**src/rtl/probe_filter.sv**
```systemverilog
module probe_filter #(
  parameter int ADDR_W = 8,
  parameter int CORE_W = 2,
  parameter int LINES  = 1
) (
  input  logic              clk,
  input  logic              rst_n,
  input  logic              req_valid,
  output logic              req_ready,
  input  logic              req_getm,
  input  logic [ADDR_W-1:0] req_addr,
  input  logic [CORE_W-1:0] req_core,
  output logic              rsp_valid,
  output logic [1:0]        rsp_route,
  output logic [CORE_W-1:0] rsp_core,
  output logic              recall_valid,
  output logic [ADDR_W-1:0] recall_addr,
  output logic              recall_all,
  output logic [CORE_W-1:0] recall_core,
  input  logic              recall_ack
);
  localparam int NSETS  = LINES * 4;
  localparam int SET_W  = $clog2(NSETS);
  localparam int TAG_W  = ADDR_W - SET_W;
  localparam int N      = NSETS * 4;
  localparam int IDX_W  = SET_W + 2;
  localparam int NCORES = 1 << CORE_W;
  localparam logic [1:0] S_INV = 2'd0, S_EX = 2'd1, S_SH = 2'd2, S_MANY = 2'd3;
  localparam logic [1:0] RT_MEM = 2'd0, RT_FWD = 2'd1, RT_ALL = 2'd2;

  logic [TAG_W-1:0]  tag_q [N];
  logic [1:0]        st_q  [N];
  logic [CORE_W-1:0] own_q [N];
  logic [1:0]        rr_q  [NSETS];
  logic              busy_q;
  logic [SET_W-1:0]  rset_q;
  logic [CORE_W:0]   acks_q;

  wire [SET_W-1:0] set = req_addr[SET_W-1:0];
  wire [TAG_W-1:0] tg  = req_addr[ADDR_W-1:SET_W];

  logic [3:0] hitv, invv;
  logic [1:0] hway, fway;
  logic       hit, free;

  always_comb begin
    hit = 1'b0; free = 1'b0; hway = 2'd0; fway = 2'd0;
    for (int w = 3; w >= 0; w--) begin
      hitv[w] = (st_q[{set, 2'(w)}] != S_INV) && (tag_q[{set, 2'(w)}] == tg);
      invv[w] = (st_q[{set, 2'(w)}] == S_INV);
      if (hitv[w]) begin hit = 1'b1; hway = 2'(w); end
      if (invv[w]) begin free = 1'b1; fway = 2'(w); end
    end
  end

  wire [IDX_W-1:0] hidx = {set, hway};
  wire [IDX_W-1:0] vidx = {set, free ? fway : rr_q[set]};
  wire need_recall = !hit && !free;
  assign req_ready = !busy_q || (set != rset_q && !need_recall);
  wire acc = req_valid && req_ready;

  always_ff @(posedge clk) begin
    if (!rst_n) begin
      for (int i = 0; i < N; i++) begin
        st_q[i] <= S_INV; tag_q[i] <= '0; own_q[i] <= '0;
      end
      for (int s = 0; s < NSETS; s++) rr_q[s] <= 2'd0;
      busy_q <= 1'b0; rset_q <= '0; acks_q <= '0;
      rsp_valid <= 1'b0; rsp_route <= RT_MEM; rsp_core <= '0;
      recall_valid <= 1'b0; recall_addr <= '0; recall_all <= 1'b0; recall_core <= '0;
    end else begin
      rsp_valid    <= acc;
      recall_valid <= 1'b0;
      if (busy_q && recall_ack) begin
        acks_q <= acks_q - 1'b1;
        if (acks_q == 1) busy_q <= 1'b0;
      end
      if (acc) begin
        if (hit) begin
          rsp_route <= (st_q[hidx] == S_MANY) ? RT_ALL : RT_FWD;
          rsp_core  <= own_q[hidx];
          if (req_getm) begin
            st_q[hidx]  <= S_EX;
            own_q[hidx] <= req_core;
          end else begin
            st_q[hidx]  <= S_MANY;
          end
        end else begin
          rsp_route   <= RT_MEM;
          rsp_core    <= req_core;
          tag_q[vidx] <= tg;
          st_q[vidx]  <= req_getm ? S_EX : S_SH;
          own_q[vidx] <= req_core;
          if (need_recall) begin
            recall_valid <= 1'b1;
            recall_addr  <= {tag_q[vidx], set};
            recall_all   <= (st_q[vidx] == S_MANY);
            recall_core  <= own_q[vidx];
            rr_q[set]    <= rr_q[set] + 2'd1;
            busy_q       <= 1'b1;
            rset_q       <= set;
            acks_q       <= (st_q[vidx] == S_MANY) ? (CORE_W+1)'(NCORES) : (CORE_W+1)'(1);
          end
        end
      end
    end
  end

  // allocation only on a miss keeps tags unique within a set
  p_unique_tag_r2: assert property (@(posedge clk) disable iff (!rst_n) $onehot0(hitv));
  // the reserved route code never appears
  p_route_legal_r4: assert property (@(posedge clk) disable iff (!rst_n)
    rsp_valid |-> rsp_route != 2'd3);
  // a recall always accompanies a memory-routed response
  p_recall_mem_r7: assert property (@(posedge clk) disable iff (!rst_n)
    recall_valid |-> (rsp_valid && rsp_route == RT_MEM && busy_q));
  // the set stays blocked until an acknowledgment releases it
  p_release_ack_r8: assert property (@(posedge clk) disable iff (!rst_n)
    $fell(busy_q) |-> $past(recall_ack));
  // a blocked set starts only with a recall
  p_busy_start_r8: assert property (@(posedge clk) disable iff (!rst_n)
    $rose(busy_q) |-> recall_valid);
endmodule

```
**config.mk**
```make
export PLATFORM = sky130hd
export DESIGN_NAME = probe_filter
export DESIGN_NICKNAME = d
export VERILOG_FILES = /design/src/rtl/probe_filter.sv
export SDC_FILE = /design/constraint.sdc
export NUM_CORES = 1
export LEC_CHECK = 0
export BUFFER_PORTS_ARGS = -buffer_cell sky130_fd_sc_hd__buf_2
export CORE_UTILIZATION = 63
export DETAILED_ROUTE_END_ITERATION = 10
export PLACE_DENSITY = 0.85
export SYNTH_ARGS = -nofsm -noshare
export SYNTH_HDL_FRONTEND = slang
export SYNTH_SLANG_ARGS = --single-unit
```
**constraint.sdc**
```tcl
create_clock -name clk -period 4.6 [get_ports clk]
set_clock_uncertainty 0.05 [all_clocks]
set_input_delay 0.23 -clock clk [delete_from_list [all_inputs] [get_ports clk]]
set_output_delay 0.23 -clock clk [all_outputs]
set_load 0.005 [all_outputs]
```
==> qor.txt <==
RSZ-0062 raised after global routing: false
Inserted Diodes: 0
setup TNS: 0 ps
Starting Density: 0.646
Rows: 46
fin nets: 891
grt ovf: 0
post-synth cell types: 75
leading area contributor after synthesis: edfxtp_1
Final ANT Viol Nets: 0
Finished Core Util: 0.701
net switching power of the design: 1.12 mW
H-tree depth: 4
synthesized instance count: 859
R2R Path Start: st_q[7][0]
FMAX: 256 MHz
via count: 7605
clock-pin slew on the worst setup and hold paths: 70 ps
initial antenna violation count: 0
Mean Syn Cell Area: 12.0 um^2
total power: 4.11 mW
Internal Pwr Total: 2.99 mW
vias in the first global route: 7117
area added between synthesis and finish: 8.46%
Final period util: 0.850
WL final: 26.3 mm
commonest cells in the netlist: edfxtp_1 (168), and2_1 (99), nand2_1 (53)
status: finished, final reports clean
clk buf depth: 2
dominant cells by area after synthesis: edfxtp_1 (49%), and2_1 (6.0%), mux4_2 (5.2%)
most frequent cell after synthesis: edfxtp_1
Post-CTS Resized: 0
share of the synthesized area in the top cell type: 0.490
final hold violations: 0
post-DP HPWL: 17.5 mm
number of flops mapped to enable cells by yosys: 168
Final setup viols: 0
CTS tree: done
Vias/cell: 6.89
YS warnings: 0
largest net degree at the start of global routing: 56
mapped cell area: 0.0103 mm^2
Die Y: 130 um
Reg power frac: 0.485
register area share after synthesis: 0.531
Sink Count: 189
First-pass DRT Iterations: 8
CP startpoint kind: primary input
clk root buf: clkbuf_16
fin crit period: 3910 ps
worst r2r dst: own_q[0][1]
Crit path arrival time: 4030 ps
leak pwr: 4.07 nW
average wire per standard cell: 23.8 um
pre-CTS WS: 334 ps
power share of the clock group: 0.370
Max transition margin: 0.331
# fillers: 1049
Post-CTS Setup Repair Bufs: 0
HP Start: req_core[1]
pwr/cell area: 368 mW/mm^2
first-pass GRT wire length: 40.1 mm
crit end category: flop
fin. max-slew vios: 0
reg2reg setup slack: 750 ps
Worst R2R Path Depth: 9
Max-Cap Viols: 0
most common flop cell mapped by yosys: edfxtp_1
Worst VDD drop: 0.245 mV
Comb pwr share: 0.145
Die Wd: 130 um
CP required: 4720 ps
total global-route track usage: 0.325
die area: 0.0169 mm^2
Sw Ratio: 0.273
min-delay worst type: primary input to flop
share of layout cells above drive strength 1: 0.177
Ports: 33
hold path cells: 2
CP max FO: 25
worst setup margin: 689 ps
worst-margin pin slew: 1000 ps
Synth async-reset ratio: 0
I/O Buffers: 32
Synthesized Nets: 876
Hold Path End: own_q[3][1]
Starting DRT DRC Count: 1173
core area: 0.0159 mm^2
critical setup path kind: primary input to flop
Yosys reg bits: 189
clk_lat worst skew: 450 ps
Post-route DRC: 0
TritonCTS buffer count: 17
Placer Congestion: 0.934
## cells in the final DEF, fill, tap and decap left out, drive strengths merged, types with 4 or more instances in the layout
master  count
nand3      13
a21o        5
mux2i      46
clkbuf     18
mux2        5
a31oi       8
a21oi      18
nand2      54
a211oi      8
o21ai      54
a311oi      4
xnor2      19
dfxtp      21
nor3       46
inv        21
buf        67
and3       12
o31ai      14
o22ai       4
xor2       13
or3         7
and2      100
nor2       50
nor4       31
o21a        4
edfxtp    168
mux4       32
## worst max-delay path by stage
stage | startpoint | endpoint | slack [ps] | cells past startpoint
2_1_floorplan | req_addr[0] | tag_q[0][0] | 1070 | 12
6_report | req_addr[0] | own_q[0][1] | 690 | 10
3_5_place_dp | req_addr[0] | own_q[9][1] | 330 | 10
5_1_grt | req_addr[0] | tag_q[1][4] | 500 | 9
3_3_place_gp | req_addr[0] | tag_q[11][5] | 420 | 9
4_1_cts | req_addr[0] | tag_q[5][1] | 750 | 9
## worst max-delay path, stage by stage
cell and delay [ps]:
buf_2 610, mux4_1 740, xor2_1 190, nor4_1 100, and3_1 230, nor4_4 470, nand2_1 340, o221ai_2 750
or2_1 280, nor3_1 60
## power by group through the flow
| stage | Sequential (mW) | Clock, mW | Combinational [mW] |
|---|---|---|---|
| 6_report | 2.00 | 1.52 | 0.595 |
| 5_1_grt | 2.00 | 1.58 | 0.628 |
| 4_1_cts | 1.99 | 1.52 | 0.580 |
| 3_5_place_dp | 2.03 | 0 | 0.571 |
| 3_3_place_gp | 2.03 | 0 | 0.557 |
| 2_1_floorplan | 2.01 | 0 | 0.427 |
## metal layers
layer	share of wire	global-route usage	vias up
met2	0.47	0.521	619
met5	0	0	-
met1	0.37	0.417	3597
met4	0.036	0.140	0
li1	-	-	3280
met3	0.13	0.0923	109
## state kept, by name, summed over array words and instances, names as in the netlist
name / cells
acks_q: 3
busy_q: 1
own_q: 32
recall_addr: 6
recall_all: 1
recall_core: 2
recall_valid: 1
rr_q: 8
rset_q: 2
rsp_core: 2
rsp_route: 2
rsp_valid: 1
st_q: 32
tag_q: 96
## logic make-up (layout without fill, tap and decap cells)
logic type,after synthesis,in the layout,synth area share
xor gates and xnor gates,32,32,0.0272
AOI/OAI and AO/OA,143,143,0.0961
and+or+nand+nor,326,326,0.172
DFF,189,189,0.531
muxes,83,83,0.123
adders and majority gates,2,2,0.00243
buffers and inverters,84,112,0.0481
## area by class of cell
class | instances | area, um^2 | area share
Clock buffer | 18 | 429 | 0.0384
Clock inverter | 14 | 171 | 0.0153
Inverter | 12 | 45.0 | 0.00403
Multi-Input combinational cell | 586 | 4360 | 0.390
Sequential cell | 189 | 5470 | 0.489
Tap cell | 216 | 270 | 0.0242
Timing Repair Buffer | 68 | 433 | 0.0388
## per-stage QoR
step,instances,hold slack (ps),area (um^2)
2_1_floorplan,859,294,10300
3_3_place_gp,1070,381,10600
3_5_place_dp,1070,393,10600
4_1_cts,1103,127,11200
5_1_grt,1103,136,11200
6_report,1103,153,11200
## timing repair
action                                  CTS  global route
endpoints found under the setup margin    0             0
hold buffers                              1             0
endpoints found under the hold margin     1             0
Note: power is estimated with default switching activity, not from simulation.
